<file path="config.mk">
export PLATFORM = sky130hd
export DESIGN_NAME = qpwm_top
export DESIGN_NICKNAME = d
export VERILOG_FILES = /design/src/rtl/qpwm_pkg.sv /design/src/rtl/qpwm_timebase.sv /design/src/rtl/qpwm_channel.sv /design/src/rtl/qpwm_top.sv
export SDC_FILE = /design/constraint.sdc
export NUM_CORES = 1
export LEC_CHECK = 0
export ABC_AREA = 1
export BUFFER_PORTS_ARGS = -buffer_cell sky130_fd_sc_hd__buf_2
export CAP_MARGIN = 15
export CELL_PAD_IN_SITES_DETAIL_PLACEMENT = 0
export CELL_PAD_IN_SITES_GLOBAL_PLACEMENT = 2
export CORE_UTILIZATION = 40
export CTS_BUF_LIST = sky130_fd_sc_hd__clkbuf_4
export DETAILED_ROUTE_END_ITERATION = 8
export PLACE_DENSITY_LB_ADDON = 0.25
export RECOVER_POWER = 50
export SETUP_SLACK_MARGIN = 0.3
export SLEW_MARGIN = 0
export SYNTH_ARGS = -nofsm -noshare
export SYNTH_HDL_FRONTEND = slang
export SYNTH_SLANG_ARGS = --single-unit
</file>
<file path="constraint.sdc">
create_clock -name clk -period 3.2 [get_ports clk]
set_clock_uncertainty 0.15 [all_clocks]
set_input_delay 0 -clock clk [delete_from_list [all_inputs] [get_ports clk]]
set_output_delay 0 -clock clk [all_outputs]
set_load 0.005 [all_outputs]
</file>
<file path="src/rtl/qpwm_pkg.sv">
package qpwm_pkg;
    localparam int ADR_CTRL  = 0;
    localparam int ADR_PSC   = 1;
    localparam int ADR_RLD   = 2;
    localparam int ADR_CHAN  = 3;
    localparam int ADR_EVT   = 4;
    localparam int ADR_CMP0  = 5;

    typedef enum logic {ST_HALT = 1'b0, ST_COUNT = 1'b1} run_state_e;

    typedef struct packed {
        logic cen;
        logic pol;
        logic en;
    } chan_cfg_t;
endpackage

</file>
<file path="src/rtl/qpwm_timebase.sv">
module qpwm_timebase #(
    parameter int CNT_W = 16
) (
    input  logic             clk,
    input  logic             rst_n,
    input  logic             run,
    input  logic             ug,
    input  logic [CNT_W-1:0] psc_act,
    input  logic [CNT_W-1:0] rld_act,
    output logic [CNT_W-1:0] cnt,
    output logic             tick,
    output logic             wrap
);
    logic [CNT_W-1:0] pre_q;

    assign tick = run && (pre_q == psc_act);
    assign wrap = tick && (cnt >= rld_act);

    always_ff @(posedge clk or negedge rst_n) begin
        if (!rst_n) begin
            pre_q <= '0;
            cnt   <= '0;
        end else if (ug) begin
            pre_q <= '0;
            cnt   <= '0;
        end else if (run) begin
            if (tick) begin
                pre_q <= '0;
                cnt   <= wrap ? '0 : cnt + 1'b1;
            end else begin
                pre_q <= pre_q + 1'b1;
            end
        end
    end
endmodule

</file>
<file path="src/rtl/qpwm_channel.sv">
module qpwm_channel #(
    parameter int CNT_W = 16
) (
    input  logic                 gate,
    input  logic [CNT_W-1:0]     cnt,
    input  logic [CNT_W-1:0]     cmp,
    input  qpwm_pkg::chan_cfg_t  cfg,
    output logic                 out_p,
    output logic                 out_n
);
    logic ref_hi;
    logic live;

    always_comb begin
        ref_hi = (cnt < cmp);
        live   = gate && cfg.en;
        out_p  = live ? (ref_hi ^ cfg.pol) : cfg.pol;
        out_n  = (live && cfg.cen) ? (~ref_hi ^ cfg.pol) : cfg.pol;
    end
endmodule

</file>
<file path="src/rtl/qpwm_top.sv">
module qpwm_top #(
    parameter int CNT_W = 16,
    parameter int NCH   = 4,
    parameter int ADDR_W = $clog2(qpwm_pkg::ADR_CMP0 + NCH)
) (
    input  logic              clk,
    input  logic              rst_n,
    input  logic              wr_en,
    input  logic [ADDR_W-1:0] wr_addr,
    input  logic [CNT_W-1:0]  wr_data,
    output logic [NCH-1:0]    pwm_o,
    output logic [NCH-1:0]    pwm_n_o
);
    import qpwm_pkg::*;

    run_state_e state_q, state_d;
    logic       pre_q, moe_q, run;
    logic [CNT_W-1:0] psc_sh, psc_act, rld_sh, rld_act;
    logic [CNT_W-1:0] cmp_sh  [NCH];
    logic [CNT_W-1:0] cmp_act [NCH];
    chan_cfg_t        cfg_q   [NCH];
    logic [NCH-1:0]   pol_vec;
    logic [CNT_W-1:0] cnt_q;
    logic tick, wrap, ug, ctrl_wr, load_act;

    assign ctrl_wr  = wr_en && (wr_addr == ADDR_W'(ADR_CTRL));
    assign ug       = wr_en && (wr_addr == ADDR_W'(ADR_EVT)) && wr_data[0];
    assign load_act = ug || wrap;

    // state transitions
    always_comb begin
        state_d = state_q;
        unique case (state_q)
            ST_HALT:  if (ctrl_wr && wr_data[0])  state_d = ST_COUNT;
            ST_COUNT: if (ctrl_wr && !wr_data[0]) state_d = ST_HALT;
            default:  state_d = ST_HALT;
        endcase
    end

    always_ff @(posedge clk or negedge rst_n) begin
        if (!rst_n) state_q <= ST_HALT;
        else        state_q <= state_d;
    end

    // state outputs
    always_comb begin
        run = 1'b0;
        unique case (state_q)
            ST_HALT:  run = 1'b0;
            ST_COUNT: run = 1'b1;
            default:  run = 1'b0;
        endcase
    end

    always_ff @(posedge clk or negedge rst_n) begin
        if (!rst_n) begin
            pre_q   <= 1'b0;
            moe_q   <= 1'b0;
            psc_sh  <= '0;
            psc_act <= '0;
            rld_sh  <= '1;
            rld_act <= '1;
        end else begin
            if (load_act) begin
                psc_act <= psc_sh;
                rld_act <= rld_sh;
            end
            if (ctrl_wr) begin
                pre_q <= wr_data[1];
                moe_q <= wr_data[2];
            end
            if (wr_en && wr_addr == ADDR_W'(ADR_PSC)) psc_sh <= wr_data;
            if (wr_en && wr_addr == ADDR_W'(ADR_RLD)) begin
                rld_sh <= wr_data;
                if (!pre_q) rld_act <= wr_data;
            end
        end
    end

    qpwm_timebase #(.CNT_W(CNT_W)) u_tb (
        .clk(clk), .rst_n(rst_n), .run(run), .ug(ug),
        .psc_act(psc_act), .rld_act(rld_act),
        .cnt(cnt_q), .tick(tick), .wrap(wrap)
    );

    for (genvar n = 0; n < NCH; n++) begin : g_ch
        always_ff @(posedge clk or negedge rst_n) begin
            if (!rst_n) begin
                cmp_sh[n]  <= '0;
                cmp_act[n] <= '0;
                cfg_q[n]   <= '0;
            end else begin
                if (load_act) cmp_act[n] <= cmp_sh[n];
                if (wr_en && wr_addr == ADDR_W'(ADR_CMP0 + n)) cmp_sh[n] <= wr_data;
                if (wr_en && wr_addr == ADDR_W'(ADR_CHAN))
                    cfg_q[n] <= '{cen: wr_data[4*n+2], pol: wr_data[4*n+1], en: wr_data[4*n]};
            end
        end
        assign pol_vec[n] = cfg_q[n].pol;

        qpwm_channel #(.CNT_W(CNT_W)) u_ch (
            .gate(run && moe_q), .cnt(cnt_q), .cmp(cmp_act[n]), .cfg(cfg_q[n]),
            .out_p(pwm_o[n]), .out_n(pwm_n_o[n])
        );
    end
endmodule

</file>
# Yosys cells after proc, flatten, opt, wreduce, memory -nomap -nowiden
# Index checks and enable logic that the tools add are counted.
classes:
  order_cmp: 5
  mux: 22
  eq_ne: 9
  bitwise_logic: 13
  addsub: 2
  n_reduce_logical: 29
op_table:
  columns: ["op", "count"]
  rows:
  - ["two-way mux 16 bit", 10]
  - ["less-than comparator 16 bit", 4]
  - ["adder 16 x 1 -> 16 bit (second input constant)", 2]
  - ["logical AND 1 bit", 23]
  - ["equality test 16 bit", 1]
  - ["equality test 4 x 3 -> 1 bit (second input constant)", 4]
  - [">= comparator 16 bit", 1]
  - ["two-way mux 1 bit", 10]
  - ["equality test 4 x 2 -> 1 bit (second input constant)", 2]
  - ["bitwise XOR 1 bit", 8]
  - ["NOT 1 bit", 5]
  - ["equality test 4 x 1 -> 1 bit (second input constant)", 1]
  - ["equality test 4 bit (second input constant)", 1]
  - ["logical NOT 4 bit", 1]
  - ["case mux 1 bit (2 select lines)", 2]
  - ["nonzero test 2 bit", 2]
  - ["AND reduction 2 bit", 1]
  - ["logical NOT 1 bit", 1]
  - ["logical OR 1 bit", 1]
totals:
  out_inout_bits: 8
  regBits: 239
  word_cells: 109
  inputBits: 23

# Depth between registers and ports, before layout
logic_depth:
  depth_word: 8
  mapped_depth: 17
  mapped_depth_nobuf: 16

# By module
# Synthesis repeated with hierarchy kept, for this count alone.
hier_totals:
  cells_unflattened: 1626
  area_unflattened_um2: 12757.2
by_module_without_submodules:
  columns: ["module", "area_per_inst_um2", "seq_area_each_um2", "n_inst", "cells_per_inst"]
  rows:
  - ["qpwm_top", 8115.3, 5220.0, 1, 877]
  - ["qpwm_timebase", 2722.6, 800.8, 1, 426]
  - ["qpwm_channel (g_ch[0].u_ch ...)", 483.0, 0.0, 3, 81]
  - ["qpwm_channel (g_ch[3].u_ch)", 470.5, 0.0, 1, 80]

# Least setup slack after synthesis
# No wires, ideal clock.
synth_path:
  path_type: "flip-flop to flip-flop"
  startpoint: "reg rld_act[15]"
  endpoint: "reg cmp_act[12] (netlist bit)"
  stages_incl_launch_ff: 14
  path_slack_ns: 0.978
  setup_time_ns: 0.120
  arrival_time_ns: 1.953
  synth_period_minus_slack_ns: 2.222
  required_time_ns: 2.930
  path_buffers: 2
  path_cell_list: "dfstp_2 inv_1 ha_1 nand2_1 inv_2 nand3_1 nor3_1 nand2_1 nand2_4 nand2_4 buf_6 buf_6 nor2_1 a21oi_2"
synth_between:
  elab_chain_len: 3
synth_rtl:
  columns: ["element", "line", "text"]
  rows:
  - ["start, declared", "qpwm_top.sv:18", "logic [CNT_W-1:0] psc_sh, psc_act, rld_sh, rld_act;"]
  - ["start signal, assigned", "qpwm_top.sv:66", "rld_act <= rld_sh;"]
  - ["start signal, assigned", "qpwm_top.sv:75", "if (!pre_q) rld_act <= wr_data;"]
  - [">= comparator 16 bit", "qpwm_timebase.sv:17", "assign wrap = tick && (cnt >= rld_act);"]
  - ["logical AND 1 bit", "qpwm_timebase.sv:17", null]
  - ["logical OR 1 bit", "qpwm_top.sv:28", "assign load_act = ug || wrap;"]
  - ["end signal, assigned by index", "qpwm_top.sv:93", "if (load_act) cmp_act[n] <= cmp_sh[n];"]
  - ["end, declared", "qpwm_top.sv:20", "logic [CNT_W-1:0] cmp_act [NCH];"]
# No other way between the ends.
# A chain may end at the register's enable or synchronous reset.

# Worst setup path in the final report
layout_path:
  startpoint: "reg u_tb.cnt[15]"
  endpoint: "out pwm_o[0]"
layout_between:
  elab_chain_len: 3
layout_rtl:
  columns: ["element", "line", "text"]
  rows:
  - ["start, declared", "qpwm_timebase.sv:10", "output logic [CNT_W-1:0] cnt,"]
  - ["start signal, assigned", "qpwm_timebase.sv:29", "cnt <= wrap ? '0 : cnt + 1'b1;"]
  - ["less-than comparator 16 bit", "qpwm_channel.sv:15", "ref_hi = (cnt < cmp);"]
  - ["bitwise XOR 1 bit", "qpwm_channel.sv:17", "out_p = live ? (ref_hi ^ cfg.pol) : cfg.pol;"]
  - ["two-way mux 1 bit", "qpwm_channel.sv:17", null]
  - ["end, declared", "qpwm_top.sv:11", "output logic [NCH-1:0] pwm_o,"]
# No other way between the ends.

==> reports/summary.md <==
* largest voltage drop on the vdd net: 307 uV
* vias in the first global route: 9920
* global-route wire length before repair: 52400 um
* total clock buffers created by CTS: 71
* Final Net Count: 1695
* DRC violations left: 0
* synthesized netlist net count: 1589
* flip-flop and latch count after synthesis: 239
* H-tree lvl count: 3
* leakage power total: 7.42 nW
* setup repair after global routing missed its margin: false
* compound-gate portion of the synthesized area: 0.111
* slew at the pin closest to its max-slew limit: 1580 ps
* top-level I/O count: 31
* fraction of layout cells with a size suffix above 1: 0.149
* ratio of routed vias to standard cells: 4.83
* share of synthesized flip-flops with an asynchronous set or reset: 1.00
* leftover overflow at the end of global routing: 0
* outcome: finished with violations
* mean cell area of the mapped netlist: 8.25 sq um
* count of flip-flops with a built-in enable after synthesis: 0
* pin count of the biggest net entering global routing: 100
* data required time of the critical path: 3050 ps
* Arr. time, crit path: 2550 ps
* number of max-slew violations in the final report: 33
* type of destination of the critical path: output pin
* largest fanout on the critical path: 6
* clock net sink count: 239
* final core utilization: 0.469
* post-synthesis xor/xnor area fraction: 0.0164
* power per cell area: 636 mW/mm^2
* initial standard-cell utilization of the core: 0.410
* dominant combinational cell family by area after synthesis: simple AND/OR/NAND/NOR gates
* CTS tree: built
* worst hold slack after final layout: 132 ps
* detailed-route wire length: 32000 um
* violations in the final reports: capacitance limit, slew limit
* number of vias in the routed layout: 9797
* Routability Congestion: 0.798
* remaining antenna violation count after routing: 0
* sequential fraction of the synthesis area: 0.490
* critical path startpoint category: flip-flop
* All-Layer GR Usage: 0.218
* Adder-Cell Fraction of Synth Area: 0.0795
* Unique masters post-synth: 34
* number of I/O port buffers: 30
* WS Path Type: reg2out
* Final setup viols: 0
* Post-Syn Instances: 1488
* num rows: 63
* Clock transition at path regs: 60 ps
* synthesis warning total: 0
* prevailing post-synth register cell: dfrtp_1
* Chip Width: 177 um
* vertical die dimension: 177 um
* half-perimeter wire length after detailed placement: 21500 um
* insertion delay to the later sink of the worst-skew pair: 690 ps
* DR pass1 iterations: 5
* area of the core: 0.0300 sq mm
* wire per inst: 15.8 um
* Period Utilization, post-route: 0.845
* root buffer cell: clkbuf_4
* Total Neg Setup Slack: 0 ps
* post-synthesis cell area: 0.0123 sq mm
* share of cell area taken by muxes after synthesis: 0
* simple-gate portion of the synthesized area: 0.218
* maximum number of buffers from clock root to sink: 3
* maximum operating frequency: 370 MHz
* layout-stage area growth over the synthesis result: 14.3%
* antenna violations before repair: 1
* worst-case headroom to the max-slew limit: -0.0520
* hold violation total from the final report: 0
* crit path time final: 2700 ps
* number of max-cap violations: 1
* path type of the worst min-delay path: in2reg
* count of routing violations after the opening detailed-route iteration: 578
* die outline area: 0.0314 sq mm
## cell families after synthesis
logic type | after synthesis
DFF | 239
and+or+nand+nor | 649
xor gates and xnor gates | 23
adders and majority gates | 78
AOI/OAI and AO/OA | 257
buffers and inverters | 242
## layout make-up
class	instances	area [sq um]
Tap cell	390	488
Antenna cell	2	5.00
Clock inverter	10	72.6
Clock buffer	104	781
Sequential cell	239	6020
Inverter	182	684
Timing Repair Buffer	93	726
Fill cell	3074	15900
Multi-Input combinational cell	1007	5260
## final timing paths
path                       slack, ps  cells past startpoint          end         start
setup / recovery                 500                     13     pwm_o[0]  u_tb.cnt[15]
hold / removal                   130                      4   cmp_sh[19]    wr_data[3]
setup reg to reg                 540                     12  cmp_act[18]   rld_act[15]
hold reg to reg                  320                      2  cmp_act[48]   cmp_act[48]
max in group asynchronous        570                      4  cmp_act[55]         rst_n
min in group asynchronous        630                      3  cmp_act[17]         rst_n
## Yosys cell counts (14+ instances only)
cell type  instances  share of area
nand2_1          382           0.12
dfrtp_1          207           0.42
inv_1            172          0.053
nor2_1           140          0.043
o21ai_0          134          0.055
a21oi_1           97          0.040
ha_1              78          0.079
nand3_1           71          0.029
dfstp_2           32          0.068
clkbuf_1          30         0.0092
nand4_1           22          0.011
xor2_1            19          0.014
a21oi_2           17          0.012
nor3_1            14         0.0057
## routing by layer
layer | up-vias | GRT usage | part of all wire
li1 | 5011 | - | -
met1 | 4559 | 0.289 | 0.49
met2 | 165 | 0.359 | 0.46
met3 | 62 | 0.0387 | 0.033
met4 | 0 | 0.0700 | 0.022
met5 | - | 0 | 0
## worst max-delay path, stage by stage, from the launching register on
cell     delay, ps
dfrtp_1        380
buf_4          170
ha_1           290
nand2_1         90
inv_1           40
nand3_1        110
inv_1           70
a21oi_2        260
nand2_1         90
nand2_1         80
nand2_1         50
nand2_1         50
nand2_1         50
buf_2          130
## timing repair
action                                  CTS  global route
resized for setup                         2             9
endpoints found under the setup margin    2             6
hold endpoints to repair                379             0
setup buffers                             0             0
cloned                                    0             0
hold buffers                             29             0
pin swaps                                 0             2
## where the power goes
part	internal, mW	leakage (nW)	total (mW)	switching (mW)
combinational	0.776	3.83	2.09	1.32
sequential	3.66	3.08	3.98	0.322
clock	1.55	0.513	2.85	1.30
## state kept, by name (all words and copies together), names as in the netlist, named ones only
signal	flops
rld_sh	16
u_tb.cnt	16
pre_q	1
rld_act	16
u_tb.pre_q	16
moe_q	1
cmp_sh	64
cfg_q	12
cmp_act	64
psc_sh	16
psc_act	16
## through the flow
step,std cells,power (mW),instance area [sq um],worst slack (ps)
after floorplan,1488,5.43,12300,978
after global placement,1882,6.07,12900,573
after detailed placement,1882,6.10,12900,542
after CTS,2025,9.07,14100,333
after global routing,2026,9.64,14000,173
final,2027,8.92,14000,496
## layout by cell type (no fill, tap or decap), types with 29 or more instances in the layout
cell / n
ha_1: 78
inv_1: 172
nor2_1: 141
clkbuf_4: 106
o21ai_0: 132
a21oi_1: 95
dfstp_2: 32
dlygate4sd3_1: 29
dfrtp_1: 206
nand2_1: 379
nand3_1: 71
(Power assumes the default switching activity.)
